$ cat src/rtl/cfw_pkg.sv
package cfw_pkg;

    localparam int ADDR_W = 18;
    localparam int DATA_W = 16;
    localparam int PIX_W  = 8;

    typedef enum logic [1:0] {
        CAP_IDLE,
        CAP_ARMED,
        CAP_RUN
    } cap_state_e;

    typedef enum logic [1:0] {
        WR_IDLE,
        WR_SETUP,
        WR_STROBE,
        WR_HOLD
    } wr_state_e;

    typedef struct packed {
        logic [ADDR_W-1:0] addr;
        logic [PIX_W-1:0]  pix;
        logic              upper;
    } wr_req_t;

    function automatic logic [ADDR_W-1:0] step_addr(input logic [ADDR_W-1:0] a,
                                                    input logic down);
        return down ? (a - 1'b1) : (a + 1'b1);
    endfunction

    function automatic logic [DATA_W-1:0] place_pix(input logic [PIX_W-1:0] p,
                                                    input logic upper);
        return upper ? {p, {PIX_W{1'b0}}} : {{PIX_W{1'b0}}, p};
    endfunction

endpackage

$ cat src/rtl/cfw_sync_filter.sv
module cfw_sync_filter #(
    parameter int SYNC_STAGES    = 2,
    parameter int STABLE_SAMPLES = 3
) (
    input  logic clk,
    input  logic rst,
    input  logic din,
    output logic lvl
);
    localparam int CNT_W = $clog2(STABLE_SAMPLES + 1);

    logic [SYNC_STAGES-1:0] chain;
    logic                   sampled;
    logic [CNT_W-1:0]       cnt;

    always_ff @(posedge clk) begin
        if (rst) chain <= '0;
        else     chain <= {chain[SYNC_STAGES-2:0], din};
    end

    assign sampled = chain[SYNC_STAGES-1];

    // a differing sample advances the count; a matching one clears it
    always_ff @(posedge clk) begin
        if (rst) begin
            lvl <= 1'b0;
            cnt <= '0;
        end else if (sampled == lvl) begin
            cnt <= '0;
        end else if (cnt == CNT_W'(STABLE_SAMPLES - 1)) begin
            lvl <= sampled;
            cnt <= '0;
        end else begin
            cnt <= cnt + 1'b1;
        end
    end

    generate
        if (STABLE_SAMPLES == 3) begin : g_chk
            assert_three_stable_R2: assert property (@(posedge clk) disable iff (rst)
                (lvl != $past(lvl)) |->
                    ($past(sampled) == lvl && $past(sampled, 2) == lvl && $past(sampled, 3) == lvl));
        end
    endgenerate

endmodule

$ cat src/rtl/cfw_capture_ctrl.sv
module cfw_capture_ctrl
    import cfw_pkg::*;
#(
    parameter bit FLIP        = 1'b0,
    parameter int FRAME_WORDS = 262144
) (
    input  logic             clk,
    input  logic             rst,
    input  logic             capture_start,
    input  logic             sof,
    input  logic             pix_evt,
    input  logic             line_lvl,
    input  logic             frame_lvl,
    input  logic [PIX_W-1:0] pix_data,
    output logic             req_valid,
    output wr_req_t          req,
    output logic             capture_busy,
    output logic             capture_done
);
    localparam logic [ADDR_W-1:0] START_ADDR = FLIP ? ADDR_W'(FRAME_WORDS - 1) : '0;

    cap_state_e        state;
    logic [ADDR_W-1:0] addr;
    logic              upper;

    assign req_valid    = (state == CAP_RUN) && pix_evt && line_lvl && !frame_lvl && !sof;
    assign req          = '{addr: addr, pix: pix_data, upper: upper};
    assign capture_busy = (state != CAP_IDLE);

    always_ff @(posedge clk) begin
        if (rst) begin
            state        <= CAP_IDLE;
            addr         <= '0;
            upper        <= 1'b0;
            capture_done <= 1'b0;
        end else begin
            capture_done <= 1'b0;
            unique case (state)
                CAP_IDLE: begin
                    if (capture_start) state <= CAP_ARMED;
                end
                CAP_ARMED: begin
                    if (sof) begin
                        state <= CAP_RUN;
                        addr  <= START_ADDR;
                        upper <= 1'b0;
                    end
                end
                CAP_RUN: begin
                    if (sof) begin
                        state        <= CAP_IDLE;
                        capture_done <= 1'b1;
                    end else if (req_valid) begin
                        upper <= ~upper;
                        if (upper) addr <= step_addr(addr, FLIP);
                    end
                end
                default: state <= CAP_IDLE;
            endcase
        end
    end

    assert_done_single_R10: assert property (@(posedge clk) disable iff (rst)
        capture_done |=> !capture_done);

    assert_done_ends_run_R10: assert property (@(posedge clk) disable iff (rst)
        capture_done |-> ($past(state) == CAP_RUN && state == CAP_IDLE));

    assert_arm_by_start_R3: assert property (@(posedge clk) disable iff (rst)
        $rose(capture_busy) |-> $past(capture_start));

endmodule

$ cat src/rtl/cfw_sram_writer.sv
module cfw_sram_writer
    import cfw_pkg::*;
(
    input  logic              clk,
    input  logic              rst,
    input  logic              req_valid,
    input  wr_req_t           req,
    output logic [ADDR_W-1:0] sram_addr,
    output logic [DATA_W-1:0] sram_dq,
    output logic              sram_ce_n,
    output logic              sram_we_n,
    output logic              sram_ub_n,
    output logic              sram_lb_n
);
    wr_state_e state;

    always_ff @(posedge clk) begin
        if (rst) begin
            state     <= WR_IDLE;
            sram_addr <= '0;
            sram_dq   <= '0;
            sram_ce_n <= 1'b1;
            sram_we_n <= 1'b1;
            sram_ub_n <= 1'b1;
            sram_lb_n <= 1'b1;
        end else begin
            unique case (state)
                WR_IDLE: begin
                    if (req_valid) begin
                        state     <= WR_SETUP;
                        sram_addr <= req.addr;
                        sram_dq   <= place_pix(req.pix, req.upper);
                        sram_ub_n <= ~req.upper;
                        sram_lb_n <= req.upper;
                        sram_ce_n <= 1'b0;
                    end
                end
                WR_SETUP: begin
                    state     <= WR_STROBE;
                    sram_we_n <= 1'b0;
                end
                WR_STROBE: begin
                    state     <= WR_HOLD;
                    sram_we_n <= 1'b1;
                end
                WR_HOLD: begin
                    state     <= WR_IDLE;
                    sram_ce_n <= 1'b1;
                    sram_ub_n <= 1'b1;
                    sram_lb_n <= 1'b1;
                end
                default: state <= WR_IDLE;
            endcase
        end
    end

    assert_we_inside_ce_R8: assert property (@(posedge clk) disable iff (rst)
        !sram_we_n |-> !sram_ce_n);

    assert_setup_clock_R8: assert property (@(posedge clk) disable iff (rst)
        $fell(sram_we_n) |-> !$past(sram_ce_n));

    assert_hold_clock_R8: assert property (@(posedge clk) disable iff (rst)
        $rose(sram_we_n) |-> !sram_ce_n);

    assert_bus_stable_R8: assert property (@(posedge clk) disable iff (rst)
        (!sram_ce_n && !$past(sram_ce_n)) |->
            ($stable(sram_addr) && $stable(sram_dq) && $stable(sram_ub_n) && $stable(sram_lb_n)));

    assert_one_lane_R5: assert property (@(posedge clk) disable iff (rst)
        !sram_ce_n |-> (sram_ub_n != sram_lb_n));

    assert_req_when_idle_R9: assert property (@(posedge clk) disable iff (rst)
        req_valid |-> (state == WR_IDLE));

endmodule

$ cat src/rtl/cam_frame_writer.sv
module cam_frame_writer
    import cfw_pkg::*;
#(
    parameter bit FLIP           = 1'b0,
    parameter bit PCLK_RISING    = 1'b1,
    parameter int FRAME_WORDS    = 262144,
    parameter int SYNC_STAGES    = 2,
    parameter int STABLE_SAMPLES = 3
) (
    input  logic        clk,
    input  logic        rst,
    input  logic        capture_start,
    input  logic        sens_pclk,
    input  logic        sens_frame,
    input  logic        sens_line,
    input  logic [7:0]  sens_data,
    output logic [17:0] sram_addr,
    output logic [15:0] sram_dq,
    output logic        sram_ce_n,
    output logic        sram_we_n,
    output logic        sram_oe_n,
    output logic        sram_ub_n,
    output logic        sram_lb_n,
    output logic        capture_busy,
    output logic        capture_done
);
    localparam int NUM_REF = 3;   // bit 0 pixel clock, bit 1 line, bit 2 frame

    logic [NUM_REF-1:0] ref_raw, ref_lvl;
    logic               pclk_q, frame_q;
    logic               pix_evt, sof;
    logic [PIX_W-1:0]   dpipe [SYNC_STAGES];
    logic               req_valid;
    wr_req_t            req;

    assign ref_raw = {sens_frame, sens_line, sens_pclk};

    generate
        for (genvar g = 0; g < NUM_REF; g++) begin : g_ref
            cfw_sync_filter #(
                .SYNC_STAGES    (SYNC_STAGES),
                .STABLE_SAMPLES (STABLE_SAMPLES)
            ) u_filt (
                .clk (clk),
                .rst (rst),
                .din (ref_raw[g]),
                .lvl (ref_lvl[g])
            );
        end
    endgenerate

    // pixel bus takes the same synchronizer depth; it is held steady across the edge
    always_ff @(posedge clk) begin
        if (rst) begin
            for (int i = 0; i < SYNC_STAGES; i++) dpipe[i] <= '0;
        end else begin
            dpipe[0] <= sens_data;
            for (int i = 1; i < SYNC_STAGES; i++) dpipe[i] <= dpipe[i-1];
        end
    end

    always_ff @(posedge clk) begin
        if (rst) begin
            pclk_q  <= 1'b0;
            frame_q <= 1'b0;
        end else begin
            pclk_q  <= ref_lvl[0];
            frame_q <= ref_lvl[2];
        end
    end

    assign pix_evt = PCLK_RISING ? (ref_lvl[0] && !pclk_q) : (!ref_lvl[0] && pclk_q);
    assign sof     = ref_lvl[2] && !frame_q;

    cfw_capture_ctrl #(
        .FLIP        (FLIP),
        .FRAME_WORDS (FRAME_WORDS)
    ) u_ctrl (
        .clk           (clk),
        .rst           (rst),
        .capture_start (capture_start),
        .sof           (sof),
        .pix_evt       (pix_evt),
        .line_lvl      (ref_lvl[1]),
        .frame_lvl     (ref_lvl[2]),
        .pix_data      (dpipe[SYNC_STAGES-1]),
        .req_valid     (req_valid),
        .req           (req),
        .capture_busy  (capture_busy),
        .capture_done  (capture_done)
    );

    cfw_sram_writer u_wr (
        .clk       (clk),
        .rst       (rst),
        .req_valid (req_valid),
        .req       (req),
        .sram_addr (sram_addr),
        .sram_dq   (sram_dq),
        .sram_ce_n (sram_ce_n),
        .sram_we_n (sram_we_n),
        .sram_ub_n (sram_ub_n),
        .sram_lb_n (sram_lb_n)
    );

    assign sram_oe_n = 1'b1;

endmodule

$ cat config.mk
export PLATFORM = sky130hd
export DESIGN_NAME = cam_frame_writer
export DESIGN_NICKNAME = d
export VERILOG_FILES = /design/src/rtl/cfw_pkg.sv /design/src/rtl/cfw_sync_filter.sv /design/src/rtl/cfw_capture_ctrl.sv /design/src/rtl/cfw_sram_writer.sv /design/src/rtl/cam_frame_writer.sv
export SDC_FILE = /design/constraint.sdc
export NUM_CORES = 1
export LEC_CHECK = 0
export BUFFER_PORTS_ARGS = -buffer_cell sky130_fd_sc_hd__buf_2
export CAP_MARGIN = 10
export CORE_MARGIN = 1.5
export CORE_UTILIZATION = 56
export CTS_BUF_LIST = sky130_fd_sc_hd__clkbuf_4 sky130_fd_sc_hd__clkbuf_8
export CTS_CLUSTER_SIZE = 20
export DETAILED_ROUTE_END_ITERATION = 10
export GPL_ROUTABILITY_DRIVEN = 0
export HOLD_SLACK_MARGIN = 0.08
export PLACE_DENSITY = 0.76
export SLEW_MARGIN = 20
export SYNTH_ARGS = -nofsm -noshare
export SYNTH_HDL_FRONTEND = slang
export SYNTH_SLANG_ARGS = --single-unit
$ cat constraint.sdc
create_clock -name clk -period 1.84 [get_ports clk]
set_input_delay 0.368 -clock clk [delete_from_list [all_inputs] [get_ports clk]]
set_output_delay 0.368 -clock clk [all_outputs]
set_load 0.05 [all_outputs]
======== Word level (Yosys, flattened, before mapping) ========
Memories as Yosys holds them, arrays and structs flattened.
Index checks and enable logic that the tools add are counted.
storage, ports and cells
  register bits ........................... 79
  bits in writable memories ............... 16
  input port bits ......................... 14
  output and inout bits ................... 41
  word-level logic and storage cells ...... 108
  memories ................................ 1
memories
  memory  words  bits a word  rd ports  clocked after memory_dff  wr ports  RTL line                RTL
  dpipe   2      8            2         0                         2         cam_frame_writer.sv:32  logic [PIX_W-1:0] dpipe [SYNC_STAGES];
cells by class
  add/subtract/negate cells ............... 4
  equality and inequality tests ........... 18
  mux-type cells .......................... 28
  bitwise logic cells ..................... 7
  reductions and logical operators ........ 28
operator list
  operator                                                number
  2-to-1 mux 18 bit                                       4
  one-hot mux 18 bit (2 select lines)                     1
  adder 18 x 1 -> 18 bit (second input constant)          1
  2-to-1 mux 16 bit                                       1
  2-to-1 mux 8 bit                                        2
  equality test 2 bit (second input constant)             6
  one-hot mux 1 bit (2 select lines)                      5
  AND reduction 2 bit                                     5
  2-to-1 mux 1 bit                                        9
  OR reduction 3 bit                                      3
  2-to-1 mux 2 bit                                        4
  inequality test 2 bit (second input constant)           4
  one-hot mux 2 bit (4 select lines)                      1
  nonzero test 2 bit                                      4
  adder 2 x 1 -> 2 bit (second input constant)            3
  logical AND 1 bit                                       6
  inequality test 2 x 1 -> 1 bit (second input constant)  3
  one-hot mux 2 bit (3 select lines)                      1
  NOT 1 bit                                               5
  AND reduction 5 bit                                     1
  equality test 2 x 1 -> 1 bit (second input constant)    2
  logical NOT 1 bit                                       4
  logical NOT 2 bit                                       2
  AND reduction 4 bit                                     1
  4 further kinds                                         7

======== Logic depth before layout (Yosys ltp) ========
  word-level depth ........................ 9
  depth in mapped cells ................... 7
  gate-level depth less buffers ........... 5

======== By module ========
A second synthesis with hierarchy kept.
second synthesis, totals
  cell total of the unflattened synthesis .. 403
  area, all modules ....................... 3789.9 um2
modules (own cells, without submodules)
  module            instances  cells an instance  area an instance (um2)
  cfw_sram_writer   1          181                1527.7
  cfw_capture_ctrl  1          139                1257.5
  cam_frame_writer  1          41                 513.0
  cfw_sync_filter   3          14                 163.9

======== Worst setup path after synthesis ========
No wires, ideal clock.
  path kind ............................... flip-flop to flip-flop
  start ................................... register g_ref[2].u_filt.lvl
  end ..................................... register u_ctrl.addr[7]
  library setup time ...................... 70 ps
  data arrival time ....................... 1539 ps
  data required time ...................... 1770 ps
  path slack .............................. 231 ps
  cell stages (with the launch flop) ...... 7
  period minus slack after synthesis ...... 1609 ps
  path through ............................ dfxtp_1 and4bb_1 buf_4 a31oi_4 buf_6 or4_1 a21oi_1
between the ends
  cells in the longest elaborated chain, start to end .. 5
ends and longest elaborated chain
  element                                                        RTL line                                        RTL
  start: declaration                                             cfw_sync_filter.sv:8                            output logic lvl
  start signal: assignment                                       cfw_sync_filter.sv:31                           lvl <= sampled;
  logical NOT 1 bit / logical AND 1 bit (equally long branches)  cfw_capture_ctrl.sv:26, cam_frame_writer.sv:73
  logical AND 1 bit / logical NOT 1 bit (equally long branches)  cfw_capture_ctrl.sv:26                          assign req_valid = (state == CAP_RUN) && pix_evt && line_lvl && !frame_lvl && !sof;
  logical AND 1 bit                                              cfw_capture_ctrl.sv:26
  inequality test 2 bit (no source line)                         n/a
  AND reduction 5 bit (no source line) *                         n/a
  end signal: assignment                                         cfw_capture_ctrl.sv:55                          if (upper) addr <= step_addr(addr, FLIP);
  end: declaration                                               cfw_capture_ctrl.sv:23                          logic [ADDR_W-1:0] addr;
Every way passes the cells marked *; elsewhere a longest branch is shown, timed or not.
A chain may end at the register's enable or synchronous reset.

======== Final worst setup path ========
  start ................................... register u_ctrl.state[0]
  end ..................................... register u_ctrl.addr[9]
between the ends
  cells in the longest elaborated chain, start to end .. 7
ends and longest elaborated chain
  element                                 RTL line                                        RTL
  start: declaration                      cfw_capture_ctrl.sv:22                          cap_state_e state;
  start signal: assignment                cfw_capture_ctrl.sv:32                          state <= CAP_IDLE;
  start signal: assignment                cfw_capture_ctrl.sv:40                          if (capture_start) state <= CAP_ARMED;
  start signal: assignment                cfw_capture_ctrl.sv:44                          state <= CAP_RUN;
  equality test 2 bit                     cfw_capture_ctrl.sv:26, cfw_capture_ctrl.sv:38
  logical AND 1 bit (4 in series)         cfw_capture_ctrl.sv:26
  inequality test 2 bit (no source line)  n/a
  AND reduction 5 bit (no source line)    n/a
Several ways; a longest one is shown, not always the timed one.

==> flow_summary.ini <==
[timing]
period_share_pct = 95.34
setup_viol = 0
period_needed_ns = 1.754
fmax_ghz = 0.5700
fin_skew_ns = 0.01189
hold_ws_ns = 0.2044
final-hold-violation-count = 0
worst_pin_slew_ns = 0.6836
setup_tns_ns = 0
final_max_slew_viol_count = 0
rsz0062_at_grt = no
slew_headroom_pct = 54.28

[setup_path]
crit_required_ns = 2.14
timing.rr.start = u_ctrl.state[0]
path_max_fanout = 14
cp_data_arrival_time_ns = 2.05
crit_type = register to register
cp-endpoint = u_ctrl.addr[9]
r2r_slack_ns = 0.09
startpoint = u_ctrl.state[0]
startpoint_type = register
cp-end-kind = register
rr_worst_depth = 4
timing.rr.end = u_ctrl.addr[9]

[die]
design.core.area_um2 = 6277
start_util_pct = 57.36
die-area_um2 = 6921
core.rowCount = 29
die_w_um = 83.19
die_y_um = 83.19
io_pins = 55

[clock_network]
cts.sinks = 95
cts.clk_slew.worst_paths_ns = 0.09
ctsLongestPathBuffers = 2
numCtsBuffers = 9
clk-insertion-delay-late_ns = 0.37
cts_tree = yes
cts.htree.levels = 3
cts-root-buf = clkbuf_8

[run]
maxCapViolCount = 0

[logic_synthesis]
yosys.area.top_type = dfxtp_1
ys_warn_count = 0
syn_area_um2 = 3601
synth-seq-area-share_pct = 52.81
synth_area_per_cell_um2 = 9.139
synth.most_common_cell = dfxtp_1
ys.flop_type = dfxtp_1
netlist_top_cells_area = dfxtp_1 (53%), a21oi_1 (7.5%), nand2_1 (6.3%)
post_synth_num_cell_types = 38
netlist.area_leader.share_pct = 52.81
synth_nets = 416
synth_edf_count = 0
syn-instance-count = 394
synth_common_cells = dfxtp_1 (95), nand2_1 (60), a21oi_1 (54)
synth-seq-cells = 95
async_flop_share_pct = 0

[routing]
dr.pass1.iters = 5
detail-route-antenna-nets = 0
drc = 0
routed_wl_um = 7261
num_vias = 2868
viasPerCell = 5.422
wire_per_inst_um = 13.73
dr.first_iter.drc_count = 272

[finish]
area_delta_synth_final_pct = 17.03
diodes = 0
final_cells = 529
drive_above_1_share_pct = 20.35
design_area_um2 = 4214
final_nets = 469

[place]
hpwl_um = 4774
io_buffer_count = 53
placedInstanceArea_um2 = 3984
dp_cells = 512

[grt]
grt_pass1_vias = 2584
grt_max_degree = 49
antenna_found_initial = 0
grt_usage_pct = 21.20
grt_pass1_wl_um = 11890
overflow = 0

[power_and_ir_drop]
p_total_uw = 3814
peakVddDrop_mv = 0.7685
p_leak_uw = 0.001629
p_per_area_nw_per_um2 = 905.1

[min_path]
hold_class = input port to register

[status]
status = finished clean
==> area by class of cell <==
| cell class | count | area (µm²) |
|---|---|---|
| clock buffers | 10 | 137.6 |
| clock inverters | 6 | 77.57 |
| fillers | 514 | 2063 |
| inverters | 8 | 30.03 |
| multi-input cells | 266 | 1563 |
| flip-flops and latches | 95 | 1902 |
| well taps | 77 | 96.34 |
| repair buffers | 67 | 407.9 |
==> worst min-delay path by stage <==
stage	start	end	depth (start not counted)
after floorplan	g_ref[0].u_filt.cnt[0]	g_ref[0].u_filt.cnt[0]	1
after global placement	g_ref[1].u_filt.cnt[0]	g_ref[1].u_filt.cnt[0]	1
after detailed placement	g_ref[2].u_filt.cnt[0]	g_ref[2].u_filt.cnt[0]	1
after CTS	sens_data[4]	dpipe[0][4]	2
after global routing	sens_data[3]	dpipe[0][3]	2
final	sens_data[4]	dpipe[0][4]	2
==> worst max-delay path: stages (launching register included) <==
cell and delay [ns]:
dfxtp_1 0.47, and4bb_1 0.40, a31oi_4 0.13, or4_1 0.55, a21oi_1 0.15
==> routing by layer <==
metal	track usage, %	wire length (µm)	vias up
li1	-	-	1465
met1	27.62	3295	1303
met2	34.66	3383	90
met3	3.777	481	10
met4	9.242	101	0
met5	0	0	-
==> state kept, by name (all words and copies together) (netlist names), 2 cells and up <==
name and cells:
g_ref.u_filt.lvl 3, u_ctrl.addr 18, u_ctrl.state 2, g_ref.u_filt.chain 6
g_ref.u_filt.cnt 6, u_wr.sram_addr 18, u_wr.state 2, u_wr.sram_dq 16
dpipe 16
==> cell usage in the layout (no fill, tap or decap), types with 3 or more instances in the layout <==
cell      Yosys  layout
a21oi_1      54      54
and3_1        3       3
buf_12        0       3
buf_2         7      53
buf_4         2      11
clkbuf_8      0      10
dfxtp_1      95      95
ha_1          8       8
inv_1         8       8
mux2i_1       7       7
nand2_1      60      60
nand3_1      17      17
nand3b_1      8       8
nand4_1       5       5
nor2_1       15      15
nor2b_1      26      25
nor3_1        4       4
o21ai_0       3       3
o21bai_1      3       3
o31ai_1      11      11
or2_2         3       3
or3_1         8       8
or4_1        11      11
xnor2_1       3       3
==> power by group <==
group / internal [µW] / switching [µW]
clock: 689 / 760
sequential: 2100 / 24.1
combinational: 99.0 / 144
==> stage by stage <==
step	worst slack, ns	util (%)
3_5_place_dp	0.09595	63.46
4_1_cts	0.08536	66.89
2_1_floorplan	0.2310	-
3_3_place_gp	0.1532	63.46
6_report	0.08572	67.13
5_1_grt	0.009496	67.13
==> timing repair <==
| action | CTS | global route |
|---|---|---|
| endpoints found under the setup margin | 0 | 3 |
| setup buffers | 0 | 0 |
| resized for setup | 0 | 2 |
| hold buffers | 0 | 0 |
==> kinds of logic after synthesis <==
group,count (synthesis),share of synthesized area [%]
other,1,0.1041
AND/OR/NAND/NOR,167,24.25
adder cells (fa/ha/maj),8,2.780
multiplexers,7,1.946
XOR/XNOR,3,0.7298
buffers and inverters,34,4.204
AO/OA/AOI/OAI,79,13.17
flip-flops,95,52.81
No activity file was read; power rests on OpenSTA's default activity.
